`src/rtl/fmtmr_pkg.sv`:
```
package fmtmr_pkg;
  localparam int unsigned NUM_TMR = 2;
  localparam int unsigned BYTE_W  = 8;

  // register indices selected through the index location
  localparam logic [7:0] IDX_PRE_FAST = 8'h02;
  localparam logic [7:0] IDX_PRE_SLOW = 8'h03;
  localparam logic [7:0] IDX_CTRL     = 8'h04;

  // control byte fields
  localparam int unsigned CB_CLEAR     = 7;
  localparam int unsigned CB_MASK_FAST = 6;
  localparam int unsigned CB_MASK_SLOW = 5;
  localparam int unsigned CB_RUN_SLOW  = 1;
  localparam int unsigned CB_RUN_FAST  = 0;

  // status byte fields
  localparam int unsigned SB_SUMMARY = 7;
  localparam int unsigned SB_FAST    = 6;
  localparam int unsigned SB_SLOW    = 5;
  localparam int unsigned SIG_W      = 5;
endpackage

```
`src/rtl/fmtmr_prescale.sv`:
```
module fmtmr_prescale #(
  parameter int unsigned CYC_PER_TICK = 20000,
  parameter int unsigned SLOW_RATIO   = 4
) (
  input  logic clk,
  input  logic rst_n,
  output logic tick_fast,
  output logic tick_slow
);
  localparam int unsigned DIV_W = (CYC_PER_TICK > 2) ? $clog2(CYC_PER_TICK) : 1;
  localparam int unsigned RAT_W = (SLOW_RATIO > 2) ? $clog2(SLOW_RATIO) : 1;
  localparam logic [DIV_W-1:0] DIV_LAST = DIV_W'(CYC_PER_TICK - 1);
  localparam logic [RAT_W-1:0] RAT_LAST = RAT_W'(SLOW_RATIO - 1);

  logic [DIV_W-1:0] div_q, div_d;
  logic [RAT_W-1:0] rat_q, rat_d;

  always_comb begin
    tick_fast = (div_q == DIV_LAST);
    tick_slow = tick_fast && (rat_q == RAT_LAST);
    div_d     = tick_fast ? '0 : div_q + 1'b1;
    rat_d     = rat_q;
    if (tick_fast) begin
      rat_d = (rat_q == RAT_LAST) ? '0 : rat_q + 1'b1;
    end
  end

  always_ff @(posedge clk or negedge rst_n) begin
    if (!rst_n) begin
      div_q <= '0;
      rat_q <= '0;
    end else begin
      div_q <= div_d;
      rat_q <= rat_d;
    end
  end
endmodule

```
`src/rtl/fmtmr_regfile.sv`:
```
module fmtmr_regfile
  import fmtmr_pkg::*;
(
  input  logic                       clk,
  input  logic                       rst_n,
  input  logic                       host_wr,
  input  logic                       host_port,
  input  logic [BYTE_W-1:0]          host_wdata,
  output logic [NUM_TMR-1:0][BYTE_W-1:0] preload,
  output logic [NUM_TMR-1:0]         run,
  output logic [NUM_TMR-1:0]         mask,
  output logic [NUM_TMR-1:0]         load,
  output logic                       clear
);
  logic [BYTE_W-1:0]              idx_q, idx_d;
  logic [NUM_TMR-1:0][BYTE_W-1:0] pre_q, pre_d;
  logic [NUM_TMR-1:0]             run_q, run_d;
  logic [NUM_TMR-1:0]             msk_q, msk_d;
  logic                           data_wr, ctl_wr, ctl_upd;
  logic [NUM_TMR-1:0]             run_new, msk_new;

  always_comb begin
    data_wr = host_wr && host_port;
    ctl_wr  = data_wr && (idx_q == IDX_CTRL);
    clear   = ctl_wr && host_wdata[CB_CLEAR];
    ctl_upd = ctl_wr && !host_wdata[CB_CLEAR];
    run_new = {host_wdata[CB_RUN_SLOW], host_wdata[CB_RUN_FAST]};
    msk_new = {host_wdata[CB_MASK_SLOW], host_wdata[CB_MASK_FAST]};
    load    = ctl_upd ? (run_new & ~run_q) : '0;

    idx_d = idx_q;
    pre_d = pre_q;
    run_d = run_q;
    msk_d = msk_q;
    if (host_wr && !host_port) begin
      idx_d = host_wdata;
    end
    if (data_wr && (idx_q == IDX_PRE_FAST)) begin
      pre_d[0] = host_wdata;
    end
    if (data_wr && (idx_q == IDX_PRE_SLOW)) begin
      pre_d[1] = host_wdata;
    end
    if (ctl_upd) begin
      run_d = run_new;
      msk_d = msk_new;
    end
  end

  always_ff @(posedge clk or negedge rst_n) begin
    if (!rst_n) begin
      idx_q <= '0;
      pre_q <= '0;
      run_q <= '0;
      msk_q <= '0;
    end else begin
      idx_q <= idx_d;
      pre_q <= pre_d;
      run_q <= run_d;
      msk_q <= msk_d;
    end
  end

  assign preload = pre_q;
  assign run     = run_q;
  assign mask    = msk_q;
endmodule

```
`src/rtl/fmtmr_counter.sv`:
```
module fmtmr_counter #(
  parameter int unsigned CNT_W = 8
) (
  input  logic             clk,
  input  logic             rst_n,
  input  logic             tick,
  input  logic             run,
  input  logic             load,
  input  logic [CNT_W-1:0] preload,
  output logic             expire
);
  localparam logic [CNT_W-1:0] CNT_TOP = '1;

  logic [CNT_W-1:0] cnt_q, cnt_d;
  logic             step, wrap;

  always_comb begin
    step   = run && tick;
    wrap   = step && (cnt_q == CNT_TOP);
    expire = wrap && !load;
    cnt_d  = cnt_q;
    if (load) begin
      cnt_d = preload;
    end else if (step) begin
      cnt_d = wrap ? preload : cnt_q + 1'b1;
    end
  end

  always_ff @(posedge clk or negedge rst_n) begin
    if (!rst_n) begin
      cnt_q <= '0;
    end else begin
      cnt_q <= cnt_d;
    end
  end
endmodule

```
`src/rtl/fmtmr_unit.sv`:
```
module fmtmr_unit
  import fmtmr_pkg::*;
#(
  parameter int unsigned CYC_PER_TICK = 20000,
  parameter int unsigned SLOW_RATIO   = 4,
  parameter logic [4:0]  SIGNATURE    = 5'h06
) (
  input  logic       clk,
  input  logic       rst_n,
  input  logic       host_wr,
  input  logic       host_port,
  input  logic [7:0] host_wdata,
  output logic [7:0] status,
  output logic       irq
);
  logic [1:0]                     sync_q;
  logic                           rst_sync_n;
  logic                           tick_fast, tick_slow;
  logic [NUM_TMR-1:0]             tick_sel;
  logic [NUM_TMR-1:0][BYTE_W-1:0] preload;
  logic [NUM_TMR-1:0]             run, mask, load, expire;
  logic                           clear;
  logic [NUM_TMR-1:0]             flag_q, flag_d;

  // reset asserts at once, deasserts two clocks after rst_n rises
  always_ff @(posedge clk or negedge rst_n) begin
    if (!rst_n) begin
      sync_q <= 2'b00;
    end else begin
      sync_q <= {sync_q[0], 1'b1};
    end
  end
  assign rst_sync_n = sync_q[1];

  fmtmr_prescale #(
    .CYC_PER_TICK(CYC_PER_TICK),
    .SLOW_RATIO  (SLOW_RATIO)
  ) u_pre (
    .clk      (clk),
    .rst_n    (rst_sync_n),
    .tick_fast(tick_fast),
    .tick_slow(tick_slow)
  );

  fmtmr_regfile u_regs (
    .clk       (clk),
    .rst_n     (rst_sync_n),
    .host_wr   (host_wr),
    .host_port (host_port),
    .host_wdata(host_wdata),
    .preload   (preload),
    .run       (run),
    .mask      (mask),
    .load      (load),
    .clear     (clear)
  );

  assign tick_sel = {tick_slow, tick_fast};

  for (genvar t = 0; t < NUM_TMR; t++) begin : g_tmr
    fmtmr_counter #(.CNT_W(BYTE_W)) u_cnt (
      .clk    (clk),
      .rst_n  (rst_sync_n),
      .tick   (tick_sel[t]),
      .run    (run[t]),
      .load   (load[t]),
      .preload(preload[t]),
      .expire (expire[t])
    );
  end

  always_comb begin
    flag_d = (flag_q & ~{NUM_TMR{clear}}) | (expire & ~mask);
  end

  always_ff @(posedge clk or negedge rst_sync_n) begin
    if (!rst_sync_n) begin
      flag_q <= '0;
    end else begin
      flag_q <= flag_d;
    end
  end

  always_comb begin
    status               = '0;
    status[SB_SUMMARY]   = |flag_q;
    status[SB_FAST]      = flag_q[0];
    status[SB_SLOW]      = flag_q[1];
    status[SIG_W-1:0]    = SIGNATURE;
    irq                  = status[SB_SUMMARY];
  end
endmodule

```
`config.mk`:
```
export PLATFORM = sky130hd
export DESIGN_NAME = fmtmr_unit
export DESIGN_NICKNAME = d
export VERILOG_FILES = /design/src/rtl/fmtmr_pkg.sv /design/src/rtl/fmtmr_prescale.sv /design/src/rtl/fmtmr_regfile.sv /design/src/rtl/fmtmr_counter.sv /design/src/rtl/fmtmr_unit.sv
export SDC_FILE = /design/constraint.sdc
export NUM_CORES = 1
export LEC_CHECK = 0
export ABC_AREA = 1
export BUFFER_PORTS_ARGS = -buffer_cell sky130_fd_sc_hd__buf_2
export CORE_MARGIN = 5
export CORE_UTILIZATION = 55
export CTS_CLUSTER_SIZE = 40
export DETAILED_ROUTE_END_ITERATION = 10
export PLACE_DENSITY = 0.76
export SLEW_MARGIN = 25
export SYNTH_ARGS = -nofsm -noshare
export SYNTH_HDL_FRONTEND = slang
export SYNTH_HIERARCHICAL = 1
export SYNTH_SLANG_ARGS = --single-unit
```
`constraint.sdc`:
```
create_clock -name clk -period 2 [get_ports clk]
set_clock_uncertainty 0.2 [all_clocks]
set_input_delay 0 -clock clk [delete_from_list [all_inputs] [get_ports clk]]
set_output_delay 0 -clock clk [all_outputs]
set_load 0.02 [all_outputs]
```
* Word-level counts from Yosys, hierarchy flattened
Index checks and enable logic that the tools add are counted.
Word-level totals: logic and storage cells 59, input port bits 12, output and inout bits 9, flip-flop bits (word level) 65
Cells by class: reduce and logical (&&, ||, !) cells 21, bitwise operators 7, multiplexer cells 9, equal/unequal tests 7, add/sub/neg operators 4
Operators by type and width (number):
- 8-bit two-way mux | 6
- 8-bit by 1-bit adder with 8-bit output, second input constant | 2
- 8-bit by 2-bit == test with 1-bit output, second input constant | 2
- 8-bit == test, second input constant | 2
- 15-bit by 1-bit adder with 15-bit output, second input constant | 1
- 15-bit == test, second input constant | 1
- 15-bit two-way mux | 1
- 1-bit logical AND | 14
- 8-bit by 3-bit == test with 1-bit output, second input constant | 1
- 2-bit bitwise AND | 3
- 2-bit inverter | 3
- 1-bit logical NOT | 4
- 2-bit two-way mux | 2
- 2-bit nonzero test | 2
- 2-bit by 1-bit adder with 2-bit output, second input constant | 1
- 2-bit == test, second input constant | 1
- 2-bit OR | 1
- 2-bit OR reduction | 1

* Longest topological paths before layout
Gate-level depths: netlist of run 1.
word-level depth 8, depth in mapped cells 15

* Modules after synthesis
The synthesis of run 1 kept the hierarchy.
By module, submodules not included:
- fmtmr_counter | area each 638.1 um2, seq. area each 200.2 um2, cells an instance 94, times used 2
- fmtmr_regfile | area each 1216.2 um2, seq. area each 700.7 um2, cells an instance 122, times used 1
- fmtmr_prescale | area each 1004.7 um2, seq. area each 425.4 um2, cells an instance 132, times used 1
- fmtmr_unit | area each 192.7 um2, seq. area each 100.1 um2, cells an instance 22, times used 1

* Worst setup path before layout of run 1
OpenSTA, ideal clock, no wires.
path type reg2reg, start reg u_pre.div_q[0], end reg g_tmr[1].u_cnt.cnt_q[3], path slack -0.007 ns, data arrival time 1.690 ns, required time 1.683 ns, path buffers 0, cell stages (with the launch flop) 15, library setup time 0.117 ns, path through dfrtp_1 ha_1 nand2_2 inv_2 nand2_1 nor2_2 nand2_4 nor2_1 nand2_1 inv_1 nand3_4 nand2_8 nand2_1 nand3_1 nand2_1
On the way: cells in the longest elaborated chain, start to end 7, elaborated cells between the ends (all ways) 8, those cells by class 1 x eq/ne; 3 x mux; 4 x reduce/logical
Ends and longest elaborated chain:
- start, declared | RTL line fmtmr_prescale.sv:15 | logic [DIV_W-1:0] div_q, div_d;
- start signal, assigned | RTL line fmtmr_prescale.sv:33 | div_q <= div_d;
- 15-bit == test * | RTL line fmtmr_prescale.sv:19 | tick_fast = (div_q == DIV_LAST);
- 1-bit logical AND * | RTL line fmtmr_prescale.sv:20 | tick_slow = tick_fast && (rat_q == RAT_LAST);
- net tick_slow | RTL line fmtmr_unit.sv:18 | logic tick_fast, tick_slow;
- 1-bit logical AND * | RTL line fmtmr_counter.sv:18 | step = run && tick;
- 1-bit logical AND | RTL line fmtmr_counter.sv:19 | wrap = step && (cnt_q == CNT_TOP);
- 8-bit two-way mux | RTL line fmtmr_counter.sv:25 | cnt_d = wrap ? preload : cnt_q + 1'b1;
- 8-bit two-way mux | RTL line fmtmr_counter.sv:24 | end else if (step) begin
- 8-bit two-way mux | RTL line fmtmr_counter.sv:22 | if (load) begin
- end signal, assigned | RTL line fmtmr_counter.sv:33 | cnt_q <= cnt_d;
- end, declared | RTL line fmtmr_counter.sv:14 | logic [CNT_W-1:0] cnt_q, cnt_d;
The timed path passes the listed nets; every way through them passes the cells marked *. The select of a mux whose other input is x is not followed. A chain may end at the register's enable or synchronous reset.

* Worst setup path in the final report of run 1
start reg u_regs.idx_q[7], end reg g_tmr[1].u_cnt.cnt_q[2]
On the way: cells in the longest elaborated chain, start to end 5, elaborated cells between the ends (all ways) 6, those cells by class 1 x eq/ne; 2 x mux; 3 x reduce/logical
Ends and longest elaborated chain:
- start, declared | RTL line fmtmr_regfile.sv:15 | logic [BYTE_W-1:0] idx_q, idx_d;
- start signal, assigned | RTL line fmtmr_regfile.sv:57 | idx_q <= idx_d;
- 8-bit by 3-bit == test with 1-bit output * | RTL line fmtmr_regfile.sv:24 | ctl_wr = data_wr && (idx_q == IDX_CTRL);
- 1-bit logical AND * | RTL line fmtmr_regfile.sv:24
- 1-bit logical AND * | RTL line fmtmr_regfile.sv:26 | ctl_upd = ctl_wr && !host_wdata[CB_CLEAR];
- 2-bit two-way mux * | RTL line fmtmr_regfile.sv:29 | load = ctl_upd ? (run_new & ~run_q) : '0;
- net load[1] | RTL line fmtmr_unit.sv:21 | logic [NUM_TMR-1:0] run, mask, load, expire;
- 8-bit two-way mux or 2-bit nonzero test (tied branches)
The timed path passes the listed nets; every way through them passes the cells marked *.

==> summary.txt, run 1 <==
Routing
  – Residual DRC: 0
  – 1st-pass router iterations: 4
  – Final WL: around 8000 µm
  – WL/cell: 13.05 µm
  – Vias per cell: slightly above 5
  – Detailed-route via count: 3129
  – Final ANT Viol Nets: 0
  – Detailed Route Iter0 Violations: 178

Pwr
  – Internal power: between 2 and 2.5 mW
  – Gate power share: about 15%
  – Pwr dens: roughly 660 mW/mm²
  – Clock power frac: 33.6%
  – Flop pwr share: about half
  – Switching Share: around 30%
  – Leak: 2.323 nW
  – Worst VDD drop: about 0.51 mV
  – P_sw: ~0.89 mW

Final layout
  – Diodes inserted: 0
  – P&R area growth vs syn: 21.26%
  – Fin util: a little over two thirds
  – NumNets Final: approximately 550
  – Design area: approximately 0.0045 mm²
  – Share of cells above drive strength 1: 29.03%

Worst setup path
  – Reg2Reg Launch Point: u_regs/idx_q[7]$_DFFE_PN0P_
  – Cell with the most instances on the worst path: nor2_1
  – CP Launch Type: flip-flop
  – Worst path max stage delay: 0.38 ns
  – Crit. End Element: flip-flop
  – R2r setup slk: -0.07 ns
  – FF-to-FF End: g_tmr[1].u_cnt/cnt_q[2]$_DFFE_PN0P_
  – Worst path required time: around 2.1 ns
  – Delay-heaviest family, CP: simple AND/OR/NAND/NOR gates
  – CP Cell Sequence: nor2_1 -> nand2_2 -> nor2_4 -> nand4_1 -> nor2_2 -> inv_4 -> nand2_4 -> inv_1 -> nor2_1 -> nor2_1 -> a21oi_1
  – Slowest stage cell, crit path: dfrtp_1
  – CP max FO: 9
  – Crit path DAT: 2.14 ns
  – R2r worst-path depth: 11
  – Buf+Inv Stages, Crit Path: 2
  – Critical Setup Path Class: flip-flop to flip-flop

Yosys
  – Part of the Yosys area used for sequential elements: 44.08%
  – Mux contribution to synthesized area: 0%
  – Mean area per synthesized cell: 7.952 µm²
  – Simple-Gate Fraction of Synth Area: a little over a third
  – Ys async rst share: between 90% and 100%
  – Yosys top cell by area: dfrtp_1
  – Largest family of logic cells by synthesized area: simple AND/OR/NAND/NOR gates
  – Area contributors post-synth: dfrtp_1 (44%), nand2_1 (13%), inv_1 (6.4%)
  – Post-synth top area share: between 40% and 50%
  – #FFs+latches synth: 65
  – Most used DFF post-synth: dfrtp_1
  – Post-Synth XOR/XNOR Area: 1.899%
  – Syn Inst Count: between 400 and 500
  – Most common library cells after synthesis: nand2_1 (131), dfrtp_1 (65), inv_1 (63)
  – Number of warnings issued by yosys: 6
  – Compound-Gate Fraction of Synth Area: 7.291%
  – Post-Syn Area: 0.003690 mm²
  – Top-count cell post-synth: nand2_1
  – Cell variety after synth: 35
  – EDFF count, synth: 0
  – Post-synthesis adder-cell area fraction: around 1.4%

Clocking
  – Max Buffers Root-to-Sink: 2
  – CTS tree: built
  – Reg clk slew, reported paths: approximately 0.070 ns
  – # H-tree levels: 3
  – TritonCTS Buffers: 9
  – Clock Sinks: 65
  – Clk Latency, worst-skew pair: approximately 0.34 ns
  – Clock root cell: clkbuf_8

STA
  – Unrepaired setup endpoints after global routing: true
  – Tmin final: ~2.1 ns
  – Max Freq: approximately 480 MHz
  – Worst slew pin tran: roughly 0.54 ns
  – Final worst slack: -0.07066 ns
  – Slew Limit Fails: 0
  – Slew HR: 64.26%
  – Final count of negative-setup-slack endpoints: 2
  – Final hold violation count: 0
  – Period utilization: 103.5%

Placed design
  – Detail Placement HPWL: 5582 µm
  – GP Congestion: approximately 0.88
  – I/O Buffers: 15
  – Post-place setup slack: -0.08066 ns
  – Dpl cell area: around 0.0040 mm²

Global route
  – Largest net degree at the start of global routing: 24
  – First-pass GRT wire length: between 10000 and 15000 µm
  – Initial antenna violation count: 0
  – Total global routing overflow: 0
  – Gr usage total: between 10% and 20%
  – Vias in the first global route: 2830

Hold path
  – HP Class: flip-flop to asynchronous set/reset pin

Floorplanning
  – I/O Pins: 21
  – Initial Util: 57.45%
  – # rows: 29
  – Die W: approximately 90 µm
  – Die ar.: between 0.008 and 0.009 mm²
  – Placeable Area: between 0.006 and 0.007 mm²
  – Die H: roughly 92 µm

Run status
  – Status: complete, but fails checks
  – Failing checks: negative setup slack

Run
  – Max-Cap Viols: 0
## worst max path at each step
| stage | cells past startpoint | endpoint | from | slack (ns) |
|---|---|---|---|---|
| after global placement | 14 | g_tmr[1].u_cnt/cnt_q[5]$_DFFE_PN0P_ | u_pre/div_q[0]$_DFF_PN0_ | -0.03 |
| after detailed placement | 14 | g_tmr[1].u_cnt/cnt_q[4]$_DFFE_PN0P_ | u_pre/div_q[1]$_DFF_PN0_ | -0.08 |
| after global routing | 11 | g_tmr[0].u_cnt/cnt_q[2]$_DFFE_PN0P_ | u_regs/idx_q[7]$_DFFE_PN0P_ | -0.14 |
| final | 11 | g_tmr[1].u_cnt/cnt_q[2]$_DFFE_PN0P_ | u_regs/idx_q[7]$_DFFE_PN0P_ | -0.07 |
| after CTS | 14 | g_tmr[0].u_cnt/cnt_q[5]$_DFFE_PN0P_ | u_pre/div_q[1]$_DFF_PN0_ | 0.006 |
| after floorplan | 14 | g_tmr[1].u_cnt/cnt_q[3]$_DFFE_PN0P_ | u_pre/div_q[0]$_DFF_PN0_ | 0.01 |
## power by group through the flow
| stage | logic (mW) | registers, mW | clock network (mW) |
|---|---|---|---|
| 6_report | 0.434 | 1.53 | 0.995 |
| 5_1_grt | 0.480 | 1.55 | 1.07 |
| 4_1_cts | 0.415 | 1.53 | 1.01 |
| 3_5_place_dp | 0.396 | 1.55 | 0 |
| 3_3_place_gp | 0.375 | 1.54 | 0 |
| 2_1_floorplan | 0.304 | 1.53 | 0 |
## cells by family (layout without fill, tap and decap cells)
| family | count (synthesis) | in the layout |
|---|---|---|
| flip-flops | 65 | 65 |
| adder cells (fa/ha/maj) | 4 | 4 |
| AO/OA/AOI/OAI | 38 | 38 |
| AND/OR/NAND/NOR | 263 | 265 |
| buffers and inverters | 84 | 148 |
| XOR/XNOR | 8 | 8 |
| other | 2 | 6 |
## layout make-up
type	instances	area [µm²]
fillers	473	1948
inverters	75	301.5
multi-input cells	321	1838
clock inverters	5	31.28
well taps	77	96.34
repair buffers	57	437.9
flip-flops and latches	65	1628
clock buffers	11	141.4
## worst reg2reg max path, delay by kind of cell, from the launching register on
| kind | cells | cell delay [ns] |
|---|---|---|
| compound gates | 1 | 0.12 |
| buf+inv | 2 | 0.22 |
| flops | 1 | 0.38 |
| simple gates | 8 | 1.09 |
## layer usage
metal | vias to the layer above | wire length [µm] | global-route usage, %
met2 | 101 | 3942 | 30.72
met4 | 0 | 133 | 5.693
met3 | 17 | 367 | 4.010
met1 | 1458 | 3531 | 23.91
met5 | - | 0 | 0
li1 | 1553 | - | -
## layout by cell type (no fill, tap or decap), types with 2 or more instances in the layout
master and n:
nand2_1 121, nand3_4 2, nand3_1 30, o21ai_2 17
nor2_4 12, inv_1 61, nand3b_1 2, nand2_8 2
dfrtp_1 64, ha_1 3, o21ai_0 12, o21bai_1 3
buf_2 15, a21oi_1 3, nand2_2 22, clkbuf_8 10
nor3_1 2, inv_4 6, xor2_1 6, a21oi_2 2
inv_2 6, nor2_2 4, dlygate4sd3_1 14, conb_1 6
buf_4 27, clkinv_4 2, nand2_4 13, nand3_2 6
clkinv_2 3, xnor2_1 2, nand4_1 8, nor2_1 38
## state kept, by name, summed over array words and instances (netlist names)
register,count
u_regs/idx_q,8
u_regs/preload,16
flag_q,2
u_pre/rat_q,2
u_pre/div_q,15
u_regs/run,2
g_tmr.u_cnt/cnt_q,16
sync_q,2
u_regs/mask,2
## per-stage QoR
stage	instances	hold slack [ns]	total power [mW]	TNS [ns]
floorplan	468	-0.4956	1.838	0
global placement	570	-0.4147	1.920	-0.1239
detailed placement	570	-0.4107	1.945	-0.5589
CTS	602	0.02136	2.953	0
global route	611	0.08786	3.098	-1.046
finish	611	0.04577	2.960	-0.08283
## repair_timing
action / CTS / global route
gates resized for setup: 6 / 27
hold endpoints to repair: 32 / 0
pin swaps: 4 / 17
cloned: 1 / 1
setup endpoints to repair: 15 / 17
hold buffers: 14 / 0
buffers inserted: 1 / 8
No activity file was read; power rests on OpenSTA's default activity.
==> inputs of run 2 (changes only) <==
--- a/config.mk
+++ b/config.mk
@@ -9,6 +9,7 @@
 export BUFFER_PORTS_ARGS = -buffer_cell sky130_fd_sc_hd__buf_2
 export CORE_MARGIN = 5
 export CORE_UTILIZATION = 55
+export CTS_BUF_LIST = sky130_fd_sc_hd__clkbuf_16
 export CTS_CLUSTER_SIZE = 40
 export DETAILED_ROUTE_END_ITERATION = 10
 export PLACE_DENSITY = 0.76
==> summary.txt, run 2 (same netlist as run 1, synthesis figures left out) <==
Final layout
  – Most common cell after layout, fill and taps aside: nand2_1
  – Share of cells above drive strength 1: 30.15% (+1.1 points)
  – NumNets Final: 545 (unchanged)
  – P&R area growth vs syn: 24.69%
  – Diodes inserted: 0 (unchanged)
  – Commonest cells after routing, fill and taps aside: nand2_1 (118), dfrtp_1 (64), inv_1 (62)

STA
  – Unrepaired setup endpoints after global routing: true
  – Final hold violation count: 0 (unchanged)
  – Slew HR: 64.60% (+0.33 points)
  – Tmin final: 2.122 ns (+0.05153 ns)
  – Period utilization: 106.1% (+2.6 points)
  – Slew Limit Fails: 0 (unchanged)
  – Worst slew pin tran: 0.5311 ns (-0.005001 ns)
  – Final count of negative-setup-slack endpoints: 8 (+6)
  – Max Freq: 471.2 MHz (-2.4%)
  – Total Neg Setup Slack: -0.4252 ns (-0.3424 ns)
  – Final worst slack: -0.1222 ns (-0.05153 ns)
  – Hold_ws: 0.04496 ns (-0.0008130 ns)

Routing
  – WL/cell: 13.99 µm (+7.2%)
  – Detailed Route Iter0 Violations: 187 (+5.1%)
  – Vias per cell: 5.234 (+2.2%)
  – 1st-pass router iterations: 5 (+1)
  – Final WL: 8548 µm (+7.2%)
  – Final ANT Viol Nets: 0 (unchanged)
  – Detailed-route via count: 3198 (+2.2%)
  – Residual DRC: 0 (unchanged)

Hold path
  – HP Class: flip-flop to asynchronous set/reset pin

Placed design
  – Detail Placement HPWL: 5582 µm (unchanged)
  – I/O Buffers: 15 (unchanged)
  – GP Congestion: 0.8819 (unchanged)

Global route
  – Global route hottest layer: met2
  – GRT met3 Usage: 3.928% (-0.082 points)
  – Gr usage total: 18.69% (+0.32 points)
  – Vias in the first global route: 2835 (+0.18%)
  – Total global routing overflow: 0 (unchanged)
  – First-pass GRT wire length: 12720 µm (+0.87%)
  – Met2 GRT Util: 31.20% (+0.49 points)
  – Met1 Usage GRT: 23.88% (-0.025 points)
  – Initial antenna violation count: 0 (unchanged)
  – Largest net degree at the start of global routing: 24 (unchanged)

Floorplanning
  – Initial Util: 57.45% (unchanged)
  – Die W: 91.91 µm (unchanged)
  – # rows: 29 (unchanged)
  – Placeable Area: 0.006422 mm² (unchanged)
  – Die H: 91.91 µm (unchanged)
  – Die ar.: 0.008447 mm² (unchanged)
  – I/O Pins: 21 (unchanged)

Worst setup path
  – Critical Setup Path Class: flip-flop to flip-flop
  – Crit path DAT: 2.17 ns (+0.03 ns)
  – CP max FO: 9 (unchanged)
  – Crit. End Element: flip-flop
  – Worst path required time: 2.05 ns (about the same)
  – R2r setup slk: -0.12 ns (-0.05 ns)
  – CP Launch Type: flip-flop

Clocking
  – Clock root cell: clkbuf_16
  – # H-tree levels: 3 (unchanged)
  – TritonCTS Buffers: 9 (unchanged)
  – CTS tree: built
  – Max Buffers Root-to-Sink: 2 (unchanged)
  – Clock Sinks: 65 (unchanged)
  – Reg clk slew, reported paths: 0.05 ns (-0.02 ns)
  – Clk Latency, worst-skew pair: 0.33 ns (about the same)

Run status
  – Status: complete, but fails checks
  – Failing checks: negative setup slack

Pwr
  – Worst VDD drop: 0.6076 mV (+20%)
  – Clock power frac: 41.0% (+7.4 points)
  – P_sw: 0.9494 mW (+7.2%)
  – Pwr dens: 733.6 mW/mm² (+11%)
  – Flop pwr share: 45.6% (-6.2 points)
  – Internal power: 2.426 mW (+17%)
  – Leak: 2.391 nW (+2.9%)
  – Switching Share: 28.13% (-1.8 points)
  – Gate power share: 13.4% (-1.3 points)

Run
  – Max-Cap Viols: 0 (unchanged)
[run 2: cell count changes in the layout (fill, tap and decap cells not counted), moves of 2 or more]
cell           before  now
clkbuf_8           10    0
clkbuf_16           0    9
nand2_1           121  118
dlygate4sd3_1      14   12
nand2_2            22   24
[run 2: path summary, 6_finish.rpt]
path	endpoint	startpoint	cells after the start
setup / recovery	g_tmr[1].u_cnt/cnt_q[2]$_DFFE_PN0P_	u_regs/idx_q[7]$_DFFE_PN0P_	12
hold / removal	u_pre/div_q[4]$_DFF_PN0_	sync_q[1]$_DFF_PN0_	0
setup reg to reg	g_tmr[1].u_cnt/cnt_q[2]$_DFFE_PN0P_	u_regs/idx_q[7]$_DFFE_PN0P_	12
hold reg to reg	u_pre/div_q[4]$_DFF_PN0_	sync_q[1]$_DFF_PN0_	0
max in group asynchronous	u_regs/preload[14]$_DFFE_PN0P_	sync_q[1]$_DFF_PN0_	1
min in group clk	u_regs/idx_q[3]$_DFFE_PN0P_	host_wr	4
[run 2: final cells by class]
type,count,area [µm²]
clock buffers,9,225.2
clock inverters,7,38.79
fillers,453,1822
inverters,75,304.0
multi-input cells,321,1867
flip-flops and latches,65,1628
well taps,77,96.34
repair buffers,57,441.7
[run 2: worst max-delay path, cell delays in order, from the launching register on]
cell     delay (ns)
dfrtp_1        0.40
nor2_2         0.14
nand2_2        0.10
nor2_4         0.13
buf_4          0.14
nand4_1        0.16
nor2_4         0.17
inv_4          0.10
nand2_4        0.09
inv_1          0.11
nor2_1         0.11
nor2_1         0.07
a21oi_2        0.12
[run 2: timing repair]
| item | CTS | global route |
|---|---|---|
| pin swaps | 4 | 16 |
| buffers inserted | 0 | 10 |
| endpoints found under the hold margin | 30 | 0 |
| hold buffers | 13 | 0 |
| setup endpoints to repair | 15 | 18 |
| cloned | 1 | 1 |
| gates resized for setup | 7 | 37 |
[run 2: stage by stage]
step           area [µm²]  cells  worst slack [ns]  util [%]  total power [mW]
6_report             4601    611           -0.1222     71.63             3.375
3_3_place_gp         3961    570          -0.02650     61.68             1.920
3_5_place_dp         3961    570          -0.08066     61.68             1.945
2_1_floorplan        3706    468           0.01495         -             1.838
4_1_cts              4387    600         -0.001192     68.30             3.355
5_1_grt              4601    611           -0.1789     71.63             3.509
[run 2: per-layer routing]
metal | share of wire [%] | vias up
met5 | 0 | -
met1 | 42 | 1501
met3 | 5.7 | 25
met4 | 2.6 | 0
met2 | 50 | 123
li1 | - | 1549
[run 2: power by group through the flow]
stage	Clock, mW	Sequential, mW	Combinational [mW]
final	1.38	1.54	0.453
after global routing	1.46	1.55	0.495
after floorplan	0	1.53	0.304
after detailed placement	0	1.55	0.396
after CTS	1.41	1.53	0.417
after global placement	0	1.54	0.375
